### config.mk
export PLATFORM = sky130hd
export DESIGN_NAME = ac97_slot_rx
export DESIGN_NICKNAME = d
export VERILOG_FILES = /design/src/rtl/ac97_slot_rx_pkg.sv /design/src/rtl/lrx_frame_timer.sv /design/src/rtl/lrx_ready_tracker.sv /design/src/rtl/lrx_slot_shifter.sv /design/src/rtl/ac97_slot_rx.sv
export SDC_FILE = /design/constraint.sdc
export NUM_CORES = 1
export LEC_CHECK = 0
export BUFFER_PORTS_ARGS = -buffer_cell sky130_fd_sc_hd__buf_4
export CAP_MARGIN = 20
export CORE_UTILIZATION = 52
export DETAILED_ROUTE_END_ITERATION = 7
export HOLD_SLACK_MARGIN = 0.02
export PLACE_DENSITY = 0.87
export SLEW_MARGIN = 20
export SYNTH_ARGS = -nofsm -noshare
export SYNTH_HDL_FRONTEND = slang
export SYNTH_HIERARCHICAL = 1
export SYNTH_SLANG_ARGS = --single-unit
### constraint.sdc
create_clock -name clk -period 1.9 [get_ports clk]
set_clock_uncertainty 0.1 [all_clocks]
set_input_delay 0.19 -clock clk [delete_from_list [all_inputs] [get_ports clk]]
set_output_delay 0.19 -clock clk [all_outputs]
set_load 0.1 [all_outputs]
### src/rtl/ac97_slot_rx_pkg.sv
package ac97_slot_rx_pkg;
  localparam int unsigned TAG_BITS_DEF  = 16;
  localparam int unsigned SLOT_BITS_DEF = 20;
  localparam int unsigned NUM_SLOTS_DEF = 12;

  function automatic int unsigned frame_len(int unsigned tag_bits, int unsigned slot_bits,
                                            int unsigned num_slots);
    return tag_bits + slot_bits * num_slots;
  endfunction
endpackage

### src/rtl/lrx_frame_timer.sv
module lrx_frame_timer
  import ac97_slot_rx_pkg::*;
#(
  parameter int unsigned TAG_BITS  = TAG_BITS_DEF,
  parameter int unsigned SLOT_BITS = SLOT_BITS_DEF,
  parameter int unsigned NUM_SLOTS = NUM_SLOTS_DEF,
  localparam int unsigned FRAME    = frame_len(TAG_BITS, SLOT_BITS, NUM_SLOTS),
  localparam int unsigned CW       = $clog2(FRAME),
  localparam int unsigned BW       = $clog2(SLOT_BITS),
  localparam int unsigned SW       = $clog2(NUM_SLOTS)
) (
  input  logic          clk,
  input  logic          rst_n,
  output logic [CW-1:0] cnt,
  output logic          fsync,
  output logic          first_bit,
  output logic          in_data,
  output logic          slot_last,
  output logic [SW-1:0] slot_num
);
  localparam logic [CW-1:0] CNT_LAST  = CW'(FRAME - 1);
  localparam logic [CW-1:0] CNT_TAG   = CW'(TAG_BITS);
  localparam logic [BW-1:0] SBIT_LAST = BW'(SLOT_BITS - 1);
  localparam logic [SW-1:0] SNUM_LAST = SW'(NUM_SLOTS - 1);

  logic [CW-1:0] cnt_d;
  logic [BW-1:0] sbit, sbit_d;
  logic [SW-1:0] snum_d;

  always_comb begin
    fsync     = (cnt < CNT_TAG);
    in_data   = !fsync;
    first_bit = (cnt == '0);
    slot_last = in_data && (sbit == SBIT_LAST);
    cnt_d     = (cnt == CNT_LAST) ? '0 : cnt + 1'b1;
    sbit_d    = '0;
    snum_d    = slot_num;
    if (in_data) begin
      sbit_d = slot_last ? '0 : sbit + 1'b1;
      if (slot_last) snum_d = (slot_num == SNUM_LAST) ? '0 : slot_num + 1'b1;
    end
  end

  always_ff @(posedge clk or negedge rst_n) begin
    if (!rst_n) begin
      cnt      <= '0;
      sbit     <= '0;
      slot_num <= '0;
    end else begin
      cnt      <= cnt_d;
      sbit     <= sbit_d;
      slot_num <= snum_d;
    end
  end
endmodule

### src/rtl/lrx_ready_tracker.sv
module lrx_ready_tracker (
  input  logic clk,
  input  logic rst_n,
  input  logic first_bit,
  input  logic sdin,
  output logic ready
);
  logic ready_d;

  always_comb begin
    ready_d = ready;
    if (first_bit) ready_d = sdin;
  end

  always_ff @(posedge clk or negedge rst_n) begin
    if (!rst_n) ready <= 1'b0;
    else        ready <= ready_d;
  end
endmodule

### src/rtl/lrx_slot_shifter.sv
module lrx_slot_shifter #(
  parameter int unsigned SLOT_BITS = 20,
  parameter int unsigned SW        = 4,
  parameter int unsigned IW        = 4
) (
  input  logic                 clk,
  input  logic                 rst_n,
  input  logic                 sdin,
  input  logic                 shift_en,
  input  logic                 slot_last,
  input  logic [SW-1:0]        slot_num,
  input  logic                 ready,
  output logic [SLOT_BITS-1:0] data,
  output logic                 wr,
  output logic [IW-1:0]        idx
);
  logic [SLOT_BITS-2:0] sh, sh_d;
  logic [SLOT_BITS-1:0] data_d;
  logic [IW-1:0]        idx_d;
  logic                 wr_d;
  logic                 load_en;

  always_comb begin
    sh_d    = {sh[SLOT_BITS-3:0], sdin};
    load_en = shift_en && slot_last;
    data_d  = {sh, sdin};
    idx_d   = IW'(slot_num) + 1'b1;
    wr_d    = load_en && ready;
  end

  always_ff @(posedge clk or negedge rst_n) begin
    if (!rst_n) begin
      sh   <= '0;
      data <= '0;
      idx  <= '0;
      wr   <= 1'b0;
    end else begin
      wr <= wr_d;
      if (shift_en) sh <= sh_d;
      if (load_en) begin
        data <= data_d;
        idx  <= idx_d;
      end
    end
  end
endmodule

### src/rtl/ac97_slot_rx.sv
module ac97_slot_rx
  import ac97_slot_rx_pkg::*;
#(
  parameter int unsigned TAG_BITS  = TAG_BITS_DEF,
  parameter int unsigned SLOT_BITS = SLOT_BITS_DEF,
  parameter int unsigned NUM_SLOTS = NUM_SLOTS_DEF,
  localparam int unsigned FRAME    = frame_len(TAG_BITS, SLOT_BITS, NUM_SLOTS),
  localparam int unsigned CW       = $clog2(FRAME),
  localparam int unsigned SW       = $clog2(NUM_SLOTS),
  localparam int unsigned IW       = $clog2(NUM_SLOTS + 1)
) (
  input  logic                 clk,
  input  logic                 rst_n,
  input  logic                 sdin,
  output logic                 fsync,
  output logic [SLOT_BITS-1:0] slot_data,
  output logic                 slot_wr,
  output logic [IW-1:0]        slot_idx,
  output logic                 codec_ready
);
  logic [CW-1:0] cnt;
  logic          first_bit;
  logic          in_data;
  logic          slot_last;
  logic [SW-1:0] slot_num;

  lrx_frame_timer #(
    .TAG_BITS(TAG_BITS), .SLOT_BITS(SLOT_BITS), .NUM_SLOTS(NUM_SLOTS)
  ) timer_i (
    .clk(clk), .rst_n(rst_n), .cnt(cnt), .fsync(fsync), .first_bit(first_bit),
    .in_data(in_data), .slot_last(slot_last), .slot_num(slot_num)
  );

  lrx_ready_tracker ready_i (
    .clk(clk), .rst_n(rst_n), .first_bit(first_bit), .sdin(sdin), .ready(codec_ready)
  );

  lrx_slot_shifter #(
    .SLOT_BITS(SLOT_BITS), .SW(SW), .IW(IW)
  ) shift_i (
    .clk(clk), .rst_n(rst_n), .sdin(sdin), .shift_en(in_data), .slot_last(slot_last),
    .slot_num(slot_num), .ready(codec_ready), .data(slot_data), .wr(slot_wr), .idx(slot_idx)
  );
endmodule

# Yosys cells after proc, flatten, opt, wreduce, memory -nomap -nowiden

Index checks and enable logic that the tools add are counted.

Memory bits (writable): 0
Memory bits (read-only): 0
Output and inout bits: 27
Memories kept: 0
Word-level logic and storage cells: 26
Input bits: 3
Latch bits: 0
Register bits: 62

Bitwise gates (word level): 1
Div/mod/pow operators: 0
Add/subtract/negate cells: 3
$lt $le $gt $ge: 1
Mux-type cells: 4
Reduce and logical (&&, ||, !) cells: 6
Multipliers: 0
Equality and inequality tests: 3
Shifts and indexed selects: 0

Operator list:

| cell                  | count |
|---|---|
| $mux W5               | 2 |
| $add A8 B1 Y8 const B | 1 |
| $eq A8 B8 Y1 const B  | 1 |
| $logic_not A8 Y1      | 1 |
| $lt A8 B5 Y1 const B  | 1 |
| $mux W8               | 1 |
| $add A5 B1 Y5 const B | 1 |
| $eq A5 B5 Y1 const B  | 1 |
| $add A4 B1 Y4 const B | 1 |
| $eq A4 B4 Y1 const B  | 1 |
| $mux W4               | 1 |
| $logic_and A1 B1 Y1   | 3 |
| $reduce_and A2 Y1     | 1 |
| $logic_not A1 Y1      | 1 |
| $not A1 Y1            | 1 |

# Logic depth before layout (Yosys ltp)

Depth in word-level cells: 5
Depth in mapped cells: 8
Depth with buffers taken out: 7

# Hierarchy

Netlist, hierarchy kept.

By module, submodules not included:

| module            | cells an instance | area an instance (um^2) | seq. area each (um^2) | times used |
|---|---|---|---|---|
| lrx_slot_shifter  | 100               | 1695.4                  | 1101.1                | 1 |
| lrx_frame_timer   | 81                | 875.8                   | 425.4                 | 1 |
| lrx_ready_tracker | 2                 | 40.0                    | 25.0                  | 1 |

# Worst setup path after synthesis

Ideal clock, no wire load.

Path kind: flip-flop to flip-flop
From: register timer_i.cnt[4]
To: register shift_i.data[0]
Buffers on the path: 1
Stages on the path, launching flop included: 8
Arrival: 2657 ps
Clock period less this slack: 2883 ps
Setup slack: -983 ps
Path through: dfrtp_1 -> nor4_4 -> inv_4 -> nand2_4 -> inv_1 -> nand2_2 -> buf_6 -> mux2_4

Longest elaborated chain between the ends: 4

RTL lines:

| element                | RTL line               | RTL |
|---|---|---|
| from (decl)            | lrx_frame_timer.sv:14  | `output logic [CW-1:0] cnt,` |
| from (signal assigned) | lrx_frame_timer.sv:50  | `cnt <= cnt_d;` |
| $lt A8 B5 Y1           | lrx_frame_timer.sv:31  | `fsync = (cnt < CNT_TAG);` |
| via fsync              | ac97_slot_rx.sv:15     | `output logic fsync,` |
| $logic_not A1 Y1       | lrx_frame_timer.sv:32  | `in_data = !fsync;` |
| via in_data            | ac97_slot_rx.sv:23     | `logic in_data;` |
| $logic_and A1 B1 Y1    | lrx_frame_timer.sv:34  | `slot_last = in_data && (sbit == SBIT_LAST);` |
| via slot_last          | ac97_slot_rx.sv:24     | `logic slot_last;` |
| $logic_and A1 B1 Y1    | lrx_slot_shifter.sv:25 | `load_en = shift_en && slot_last;` |
| to (signal assigned)   | lrx_slot_shifter.sv:41 | `data <= data_d;` |
| to (decl)              | lrx_slot_shifter.sv:13 | `output logic [SLOT_BITS-1:0] data,` |

The timed path passes the listed nets, and every way through them passes these cells.
A chain may end at the register's enable or synchronous reset.

# Final worst setup path

From: register timer_i.sbit[0]
To: register shift_i.data[10]

Longest elaborated chain between the ends: 3

RTL lines:

| element                | RTL line               | RTL |
|---|---|---|
| from (decl)            | lrx_frame_timer.sv:27  | `logic [BW-1:0] sbit, sbit_d;` |
| from (signal assigned) | lrx_frame_timer.sv:51  | `sbit <= sbit_d;` |
| $eq A5 B5 Y1           | lrx_frame_timer.sv:34  |  |
| $logic_and A1 B1 Y1    | lrx_frame_timer.sv:34  |  |
| via slot_last          | ac97_slot_rx.sv:24     |  |
| $logic_and A1 B1 Y1    | lrx_slot_shifter.sv:25 |  |

The timed path passes the listed nets, and every way through them passes these cells.

==> results.cfg <==
[run]
cap_violations = 0

[yosys]
yosysWarnings = 6
synth_nets = 191
ys_seq_elements = 62
ys_types = 35
syn_avg_cell_area_um2 = 14.3
synth_top_area_share_pct = 59.4
synth-seq-area-share_pct = 59.4
yosys.area.top_type = dfrtp_1
yosys-top-cells-area = dfrtp_1, mux2_2, mux2_4, ha_1, mux2_1
synthCells = 183
netlist_area_um2 = 2610

[floorplanning]
die_area_um2 = 5310
fp.dieW_um = 72.9
die_y_um = 72.9
io_pins = 30
initial_core_util_pct = 54.6
rows = 25
core_um2 = 4790

[detailed_routing]
postRouteAntennaNets = 0
via_count = 1600
drt_first_pass_iters = 4
routed_wl_mm = 4.95
wire_per_inst_um = 16.2
drtIter0Drc = 81
viasPerCell = 5.23
drc = 0

[sta]
drv_slew = 0
finalSetupViolCount = 0
rsz0062_at_grt = true
fin_crit_ns = 1.88
worstMarginPinSlew_ns = 0.756
hold_viol = 0
fmax_ghz = 0.531
slew_headroom_pct = 49.6
period_share_pct = 99.1

[layout]
diodes = 0
drive_gt1_share_pct = 44.8
regArea_um2 = 1550
area.growth.synth_to_final_pct = 25.0
fin_area_um2 = 3260
fin_util_pct = 68.2
nNetsFinal = 243
fillCellCount = 327
multi_input_area_um2 = 1010

[setup_path]
slowest_delay_ns = 0.41
worst_setup_path_end_kind = flop
reg2reg_slack_ns = 0.02
crit_type = flop to flop
cp_common_cell = nand2_4
critical_path.max_fanout = 13
crit_chain = ha_1 > and4bb_2 > nand2_4 > inv_2 > nand2_4 > buf_12 > mux2_2
cp-start-kind = flop
critPathSlowestCell = dfrtp_1
reg2reg_to = shift_i/data[10]
crit_family = simple AND/OR/NAND/NOR gates
worst-r2r-cell-count = 7
cp.arrival_ns = 2.00
cp_num_cells = 7
r2r-start = timer_i/sbit[0]
crit_buf_inv = 2
crit_required_ns = 2.01

[clocking]
path_clk_slew_ns = 0.07
cts_root_buffer = clkbuf_8
clk_latency_ns = 0.33
clock-sinks = 62
cts_tree = yes
cts_buffers = 9
cts_buffer_depth = 2
h-tree-depth = 3

[power]
power_mw = 2.97
leakage_nw = 1.52
power_density_nw_per_um2 = 910
peakVddDrop_mv = 0.754

[placed_design]
hpwl_mm = 2.98
place.gp.congestion = 0.765
place_area_um2 = 2980
numPortBuffers = 29

[global_route]
grt_first_pass_wirelength_mm = 7.88
grt_max_degree = 63
grt_pass1_vias = 1576
grtUsageTotal_pct = 20.8
gr-total-overflow = 0
grt_antenna_before_repair = 0

[outcome]
status = finished, final reports clean

[hold_path]
hold_path.class = input port to async pin
-- synth_stat cells (all sizes together) --
cell type and number:
a21oi 2, a31oi 1, and2 1, and3 1, and3b 1, and4bb 1, buf 4, dfrtp 62
ha 5, inv 7, mux2 44, nand2 10, nand2b 1, nand3 9, nand4 1, nand4bb 1
nor2 9, nor2b 2, nor4 1, nor4b 1, o211ai 1, o21ai 6, o311ai 1, o31ai 1
or3 1, or4 1, xnor2 3, xor2 5
-- flip-flops by register name, indices dropped and copies added, names as in the netlist --
name / flops
shift_i/data: 20
timer_i/cnt: 8
timer_i/sbit: 5
shift_i/wr: 1
timer_i/slot_num: 4
shift_i/sh: 19
shift_i/idx: 4
ready_i/ready: 1
-- where the power goes --
group	switching (mW)	leakage, nW	total [mW]	internal [mW]
registers	0.0318	0.734	1.40	1.36
logic	0.219	0.673	0.290	0.0710
clock network	0.485	0.115	1.28	0.798
-- per-layer routing --
layer / GRT usage, % / up-vias / routed length, um
li1: - / 743 / -
met1: 25.4 / 815 / 2140
met2: 34.0 / 35 / 2560
met3: 7.46 / 7 / 189
met4: 7.84 / 0 / 57
met5: 0 / - / 0
-- final cells by class --
cell class	instances	area share [%]
clock buffer	11	4.64
clock inverter	4	2.15
inverter	7	0.882
multi-input combinational	110	31.0
sequential	62	47.5
tap	67	2.57
timing repair buffer	45	11.2
-- worst register-to-register path: cells and delay by family (launching register included) --
family | cells | cell delay, ns
adders and majority gates | 1 | 0.24
buffers and inverters | 2 | 0.21
DFF | 1 | 0.41
muxes | 1 | 0.35
and+or+nand+nor | 3 | 0.45
-- placed cells by master, fill, tap and decap left out, types with 2 or more instances in the layout --
cell type      instances
a21oi_1                2
buf_4                 40
bufinv_16              2
clkbuf_8              11
clkinv_2               2
dfrtp_1               62
dlygate4sd3_1          2
ha_1                   5
inv_1                  5
mux2_1                 3
mux2_2                26
mux2_4                15
nand2_1                8
nand2_4                2
nand3_1                8
nor2_1                 9
nor2b_1                2
o21ai_0                4
o21ai_1                2
xnor2_1                3
xor2_1                 5
-- stage by stage --
stage	std cells	setup TNS, ns	hold WS (ns)	setup slack [ns]
finish	306	0	0.362	0.0171
detailed placement	285	0	0.204	0.0535
floorplan	183	-38.50	-0.206	-0.924
global route	306	-0.252	0.399	-0.0442
CTS	302	0	0.378	0.00542
global placement	285	0	0.205	0.108
-- logic make-up after synthesis --
family,Yosys count,share of synthesized area (%)
DFF,62,59.4
AOI/OAI and AO/OA,12,2.68
adders and majority gates,5,2.40
and+or+nand+nor,41,9.63
buffers and inverters,11,2.35
muxes,44,20.8
xor gates and xnor gates,8,2.68
-- worst max-delay path by stage --
stage	to	from	slack (ns)
5_1_grt	shift_i/data[9]	timer_i/cnt[5]	-0.04
2_1_floorplan	shift_i/data[0]	timer_i/cnt[7]	-0.92
6_report	shift_i/data[10]	timer_i/sbit[0]	0.02
4_1_cts	fsync	timer_i/cnt[7]	0.005
3_3_place_gp	shift_i/data[7]	timer_i/cnt[7]	0.11
3_5_place_dp	shift_i/data[9]	timer_i/cnt[7]	0.05
-- what timing repair did --
| action | in CTS | in global routing |
|---|---|---|
| resized for setup | 0 | 3 |
| hold buffers | 2 | 0 |
| setup endpoints to repair | 0 | 24 |
| buffers inserted | 0 | 4 |
| endpoints found under the hold margin | 65 | 0 |
(Power assumes the default switching activity.)
